--- config.mk ---
export PLATFORM = sky130hd
export DESIGN_NAME = adcfmt_tx
export DESIGN_NICKNAME = d
export VERILOG_FILES = /design/src/rtl/adcfmt_pkg.sv /design/src/rtl/adcfmt_clamp.sv /design/src/rtl/adcfmt_xor_lsb.sv /design/src/rtl/adcfmt_code.sv /design/src/rtl/adcfmt_tx.sv
export SDC_FILE = /design/constraint.sdc
export NUM_CORES = 1
export LEC_CHECK = 0
export BUFFER_PORTS_ARGS = -buffer_cell sky130_fd_sc_hd__buf_2
export CAP_MARGIN = 40
export CORE_UTILIZATION = 35
export DETAILED_ROUTE_END_ITERATION = 10
export PLACE_DENSITY = 0.67
export SYNTH_ARGS = -nofsm -noshare
export SYNTH_HDL_FRONTEND = slang
export SYNTH_HIERARCHICAL = 1
export SYNTH_SLANG_ARGS = --single-unit
export TNS_END_PERCENT = 5
--- constraint.sdc ---
create_clock -name clk -period 0.8 [get_ports clk]
set_input_delay 0.16 -clock clk [delete_from_list [all_inputs] [get_ports clk]]
set_output_delay 0.16 -clock clk [all_outputs]
set_load 0.02 [all_outputs]
--- src/rtl/adcfmt_pkg.sv ---
package adcfmt_pkg;
    // output-enable state of the word port
    typedef enum logic {
        ST_OFF  = 1'b0,
        ST_LIVE = 1'b1
    } adcfmt_state_e;

    // two over-range flag bits sit above the data field
    localparam int FLAG_BITS = 2;
endpackage

--- src/rtl/adcfmt_clamp.sv ---
module adcfmt_clamp #(
    parameter int RAW_W  = 14,
    parameter int DATA_W = 12
) (
    input  logic signed [RAW_W-1:0]  raw_i,
    output logic        [DATA_W-1:0] twos_o,
    output logic                     ovr_pos_o
);
    localparam int POS_LIM = (2 ** (DATA_W - 1)) - 1;
    localparam int NEG_LIM = -(2 ** (DATA_W - 1));

    always_comb begin
        ovr_pos_o = 1'b0;
        if (int'(raw_i) > POS_LIM) begin
            ovr_pos_o = 1'b1;
            twos_o    = {1'b0, {(DATA_W-1){1'b1}}};
        end else if (int'(raw_i) < NEG_LIM) begin
            twos_o    = {1'b1, {(DATA_W-1){1'b0}}};
        end else begin
            twos_o    = raw_i[DATA_W-1:0];
        end
    end
endmodule

--- src/rtl/adcfmt_xor_lsb.sv ---
module adcfmt_xor_lsb #(
    parameter int W = 14
) (
    input  logic         en_i,
    input  logic [W-1:0] din_i,
    output logic [W-1:0] dout_o
);
    logic key;
    assign key       = en_i & din_i[0];
    assign dout_o[0] = din_i[0];

    for (genvar i = 1; i < W; i++) begin : g_bit
        assign dout_o[i] = din_i[i] ^ key;
    end
endmodule

--- src/rtl/adcfmt_code.sv ---
module adcfmt_code #(
    parameter int DATA_W = 12
) (
    input  logic [DATA_W-1:0]                       twos_i,
    input  logic                                    ovr_pos_i,
    input  logic                                    twos_sel_i,
    input  logic                                    rand_en_i,
    output logic [DATA_W+adcfmt_pkg::FLAG_BITS-1:0] word_o
);
    localparam int W = DATA_W + adcfmt_pkg::FLAG_BITS;

    logic [DATA_W-1:0] data;
    logic [W-1:0]      plain;

    // offset binary is two's complement with the MSB flipped
    assign data  = twos_sel_i ? twos_i
                              : {~twos_i[DATA_W-1], twos_i[DATA_W-2:0]};
    assign plain = {ovr_pos_i, ovr_pos_i, data};

    adcfmt_xor_lsb #(.W(W)) u_scr (
        .en_i   (rand_en_i),
        .din_i  (plain),
        .dout_o (word_o)
    );

    // both flag bits must always agree, scrambled or not
    always_comb begin
        a_r4_flag_pair: assert (word_o[W-1] == word_o[W-2])
            else $error("flag bits disagree");
    end
endmodule

--- src/rtl/adcfmt_tx.sv ---
module adcfmt_tx #(
    parameter int RAW_W  = 14,
    parameter int DATA_W = 12
) (
    input  logic                    clk,
    input  logic                    rst_n,
    input  logic                    in_valid,
    input  logic [RAW_W-1:0]        in_sample,
    input  logic                    cfg_twos,
    input  logic                    cfg_rand,
    input  logic                    cfg_test_en,
    input  logic [DATA_W+1:0]       cfg_test_pat,
    input  logic                    cfg_out_en,
    output logic [DATA_W+1:0]       out_word,
    output logic                    out_valid,
    output logic                    out_drive,
    input  logic [DATA_W+1:0]       dec_word_i,
    input  logic                    dec_rand,
    output logic [DATA_W+1:0]       dec_word_o
);
    import adcfmt_pkg::*;

    localparam int W = DATA_W + FLAG_BITS;

    adcfmt_state_e state_q, state_d;

    logic [DATA_W-1:0] clamped;
    logic              ovr_pos;
    logic [W-1:0]      coded;
    logic [W-1:0]      nxt_word;

    adcfmt_clamp #(.RAW_W(RAW_W), .DATA_W(DATA_W)) u_clamp (
        .raw_i     ($signed(in_sample)),
        .twos_o    (clamped),
        .ovr_pos_o (ovr_pos)
    );

    adcfmt_code #(.DATA_W(DATA_W)) u_code (
        .twos_i     (clamped),
        .ovr_pos_i  (ovr_pos),
        .twos_sel_i (cfg_twos),
        .rand_en_i  (cfg_rand),
        .word_o     (coded)
    );

    // the test word overrides coding and scrambling
    assign nxt_word = cfg_test_en ? cfg_test_pat : coded;

    // receive-side unscrambler: the same XOR applied a second time
    adcfmt_xor_lsb #(.W(W)) u_unscr (
        .en_i   (dec_rand),
        .din_i  (dec_word_i),
        .dout_o (dec_word_o)
    );

    // next-state logic: EN_RISE and EN_FALL
    always_comb begin
        state_d = state_q;
        unique case (state_q)
            ST_OFF:  if (cfg_out_en)  state_d = ST_LIVE;
            ST_LIVE: if (!cfg_out_en) state_d = ST_OFF;
            default: state_d = ST_OFF;
        endcase
    end

    always_ff @(posedge clk or negedge rst_n) begin
        if (!rst_n) state_q <= ST_OFF;
        else        state_q <= state_d;
    end

    // output register, loaded from the state being entered
    always_ff @(posedge clk or negedge rst_n) begin
        if (!rst_n) begin
            out_word  <= '0;
            out_valid <= 1'b0;
        end else begin
            unique case (state_d)
                ST_OFF: begin
                    out_word  <= '0;
                    out_valid <= 1'b0;
                end
                ST_LIVE: begin
                    out_valid <= in_valid;
                    if (in_valid) out_word <= nxt_word;
                end
                default: begin
                    out_word  <= '0;
                    out_valid <= 1'b0;
                end
            endcase
        end
    end

    assign out_drive = (state_q == ST_LIVE);

    // an undriven port stays quiet
    a_r9_off_quiet: assert property (@(posedge clk) disable iff (!rst_n)
        !out_drive |-> (out_word == '0 && !out_valid));

    // the port starts driving only after the enable was seen
    a_r9_drive_rise: assert property (@(posedge clk) disable iff (!rst_n)
        $rose(out_drive) |-> $past(cfg_out_en));

    // a strobe needs an accepted sample one cycle earlier
    a_r8_one_cycle: assert property (@(posedge clk) disable iff (!rst_n)
        out_valid |-> $past(in_valid && cfg_out_en));

    // the test word arrives untouched
    a_r7_test_word: assert property (@(posedge clk) disable iff (!rst_n)
        (out_valid && $past(cfg_test_en)) |-> out_word == $past(cfg_test_pat));
endmodule

==> impl_metrics.sql <==
INSERT INTO impl_metrics (metric_group, metric, value, unit) VALUES
('run_status', 'outcome', 'finished, violations left', ''),
('run_status', 'violations_in_the_final_reports', 'setup timing', ''),
('sta', 'timing.final.max_slew_violations', '0', ''),
('synthesis', 'synth-seq-area-share', '30.16', '%'),
('synthesis', 'synth_enable_flop_cells', '0', ''),
('sta', 'worst_pin_slew', '0.3970', 'ns'),
('setup_path', 'worstSetupPathType', 'input pin to flip-flop', ''),
('die', 'design.die.area', '4043', 'µm²'),
('sta', 'unrepaired_setup_endpoints_after_global_routing', 'yes', ''),
('sta', 'finalCritPeriodShare', '141.9', '%'),
('synthesis', 'synth_cell_types', '20', ''),
('setup_path', 'rrSetupSlack', '0.05', 'ns'),
('hold_path', 'timing.hold.worst.class', 'input pin to flip-flop', ''),
('grt', 'grt_overflow_total', '0', ''),
('clocking', 'root_driver', 'sky130_fd_sc_hd__clkbuf_8', ''),
('cells_and_area', 'layout-drive-gt1-share', '51.12', '%'),
('drt', 'drt_drc_violations_left', '0', ''),
('drt', 'detailroute.via_count', '1284', ''),
('synthesis', 'yosysTopAreaCellShare', '30.16', '%'),
('setup_path', 'crit-reg2reg-capture', 'out_word[9]$_DFFE_PN0P_', ''),
('sta', 'timing.slew.headroom', '73.53', '%'),
('cells_and_area', 'flow.area_growth_from_synthesis', '48.44', '%'),
('clocking', 'tritoncts', 'built', ''),
('clocking', 'clock_tree.htree_level_count', '1', ''),
('die', 'die_h', '63.59', 'µm'),
('pwr', 'power_density', '1406', 'nW/µm²'),
('die', 'floorplan.io_pins', '80', ''),
('clocking', 'clk_pin_slew', '0.06', 'ns'),
('synthesis', 'cell_types_occupying_the_most_area_after_synthesis', 'sky130_fd_sc_hd__dfrtp_1 (30%), sky130_fd_sc_hd__xnor2_1 (18%), sky130_fd_sc_hd__mux2i_1 (11%)', ''),
('pwr', 'sw_frac_of_total', '32.01', '%'),
('cells_and_area', 'fin_cells', '271', ''),
('setup_path', 'nature_of_the_critical_path_endpoint', 'flip-flop', ''),
('cells_and_area', 'fin_util', '53.83', '%'),
('sta', 'fin_worst_skew', '0', 'ns'),
('die', 'rows', '22', ''),
('drt', 'wl_per_cell', '12.02', 'µm'),
('synthesis', 'synth-seq-cells', '16', ''),
('grt', 'grt_first_pass_wirelength', '5099', 'µm'),
('sta', 'final_critical_path_setup_slack', '-0.3349', 'ns'),
('setup_path', 'ff2ff_path_depth', '2', ''),
('synthesis', 'mappedNetlistNets', '190', ''),
('sta', 'final-setup-viol-count', '43', ''),
('setup_path', 'critical_path_fanouts_max', '7', ''),
('setup_path', 'critPathLaunchType', 'input pin', ''),
('synthesis', 'yosys_warnings', '6', ''),
('pwr', 'clockPowerShare', '25.1', '%'),
('grt', 'grt_max_degree', '29', ''),
('synthesis', 'synth.avg_cell_area', '9.482', 'µm²'),
('synthesis', 'yosys-top-cells-count', 'sky130_fd_sc_hd__xnor2_1 (27), sky130_fd_sc_hd__dfrtp_1 (16), sky130_fd_sc_hd__a21oi_1 (14), sky130_fd_sc_hd__mux2i_1 (14), sky130_fd_sc_hd__o21ai_0 (14)', ''),
('drt', 'initialDrtViolationCount', '52', ''),
('cells_and_area', 'postLayoutCellArea', '1971', 'µm²'),
('clocking', 'worst_skew_pair.late_latency', '0.24', 'ns'),
('clocking', 'numCtsBuffers', '3', ''),
('setup_path', 'worstSetupStartpoint', 'in_sample[13]', ''),
('synthesis', 'synthArstFlopShare', '100.0', '%'),
('setup_path', 'setup.worst_path.end', 'out_word[1]$_DFFE_PN0P_', ''),
('die', 'core_region_area', '3661', 'µm²'),
('placed_design', 'io_buffer_count', '79', ''),
('sta', 'setup_total_negative_slack', '-7.759', 'ns'),
('die', 'die_w', '63.59', 'µm'),
('drt', 'route.antenna.remaining_nets', '0', ''),
('pwr', 'seqPwrFrac', '32.5', '%'),
('placed_design', 'finalWeightedCongestion', '0.7904', ''),
('cells_and_area', 'layout.nets', '274', ''),
('placed_design', 'detailed_place.area', '1783', 'µm²'),
('sta', 'max_freq', '0.8811', 'GHz'),
('pwr', 'internal-power', '1.883', 'mW'),
('setup_path', 'regToRegStartpoint', 'out_word[9]$_DFFE_PN0P_', ''),
('drt', 'route.detailed.vias_per_inst', '4.738', ''),
('cells_and_area', 'n_antenna_cell', '0', ''),
('pwr', 'static-leakage-power', '0.9914', 'nW');
[cell usage in the layout (no fill, tap or decap)]
master	n
sky130_fd_sc_hd__o22ai_2	6
sky130_fd_sc_hd__nor2_2	1
sky130_fd_sc_hd__o22ai_1	5
sky130_fd_sc_hd__o21ai_0	14
sky130_fd_sc_hd__clkbuf_16	1
sky130_fd_sc_hd__nor2_1	12
sky130_fd_sc_hd__xnor2_4	1
sky130_fd_sc_hd__clkbuf_8	4
sky130_fd_sc_hd__buf_6	3
sky130_fd_sc_hd__a21boi_4	1
sky130_fd_sc_hd__buf_4	22
sky130_fd_sc_hd__inv_1	1
sky130_fd_sc_hd__a21boi_2	3
sky130_fd_sc_hd__dlygate4sd3_1	1
sky130_fd_sc_hd__a21oi_1	14
sky130_fd_sc_hd__a21boi_1	5
sky130_fd_sc_hd__a21boi_0	2
sky130_fd_sc_hd__and2_1	1
sky130_fd_sc_hd__buf_2	65
sky130_fd_sc_hd__nand2_2	2
sky130_fd_sc_hd__mux2i_1	14
sky130_fd_sc_hd__dfrtp_1	16
sky130_fd_sc_hd__buf_12	3
sky130_fd_sc_hd__xnor2_2	2
sky130_fd_sc_hd__xnor2_1	24
[layout make-up]
class,count,area [µm²]
clock buffer,4,55.05
multi-input combinational,107,832.0
inverter,1,3.754
tap,48,60.06
sequential,16,400.4
timing repair buffer,95,619.3
fill,333,1690
[timing repair]
item                                   in CTS  in global routing
setup endpoints to repair                  42                 43
cloned                                      0                  1
hold buffers                                1                  0
setup buffers                               1                  1
endpoints found under the hold margin      16                  0
pin swaps                                   8                  5
gates resized for setup                    11                 10
[worst max-delay path, cell delays in order]
cell and delay, ns:
sky130_fd_sc_hd__buf_6 0.10, sky130_fd_sc_hd__a21boi_4 0.13, sky130_fd_sc_hd__o22ai_2 0.19, sky130_fd_sc_hd__nand2_2 0.12, sky130_fd_sc_hd__buf_12 0.16, sky130_fd_sc_hd__xnor2_1 0.12
sky130_fd_sc_hd__mux2i_1 0.18, sky130_fd_sc_hd__a21oi_1 0.09
[metal layers]
| metal | up-vias | track usage [%] | routed length, µm |
|---|---|---|---|
| met4 | 0 | 1.989 | 0 |
| met1 | 574 | 20.13 | 1416 |
| met3 | 0 | 1.812 | 240 |
| met2 | 62 | 27.26 | 1601 |
| li1 | 648 | - | - |
| met5 | - | 0 | 0 |
[power by group through the flow]
stage / sequential [mW] / combinational, mW / clock [mW]
6_report: 0.901 / 1.17 / 0.695
4_1_cts: 0.899 / 1.11 / 0.710
5_1_grt: 0.908 / 1.26 / 0.752
3_5_place_dp: 0.914 / 1.06 / 0
3_3_place_gp: 0.912 / 1.05 / 0
2_1_floorplan: 0.992 / 0.623 / 0
[sequential cells by signal, indices dropped and copies added, names as in the netlist]
signal	flops
out_drive	1
out_valid	1
out_word	14
[metrics by stage]
step,hold slack [ns],power [mW],worst slack [ns]
after floorplan,-0.1356,1.615,-0.3730
after global placement,0.08621,1.962,-0.5224
after detailed placement,0.09166,1.977,-0.5626
after CTS,0.1671,2.724,-0.2752
after global routing,0.1694,2.921,-0.3990
final,0.1681,2.770,-0.3349
[kinds of logic after synthesis]
kind of cell / count (synthesis) / synth area share (%)
xor+xnor: 27 / 17.81
flops: 16 / 30.16
mux: 14 / 10.56
buf+inv: 17 / 11.22
compound gates: 50 / 25.17
simple gates: 16 / 5.090
[how the worst min path moves through the flow]
stage               start                       to  slack, ns  cells after the start
3_3_place_gp        rst_n      out_valid$_DFF_PN0_       0.09                      1
6_report       cfg_out_en      out_drive$_DFF_PN0_       0.17                      1
2_1_floorplan       rst_n      out_drive$_DFF_PN0_      -0.14                      0
3_5_place_dp        rst_n  out_word[1]$_DFFE_PN0P_       0.09                      1
5_1_grt        cfg_out_en      out_drive$_DFF_PN0_       0.17                      1
4_1_cts        cfg_out_en      out_drive$_DFF_PN0_       0.17                      1
(Power assumes the default switching activity.)
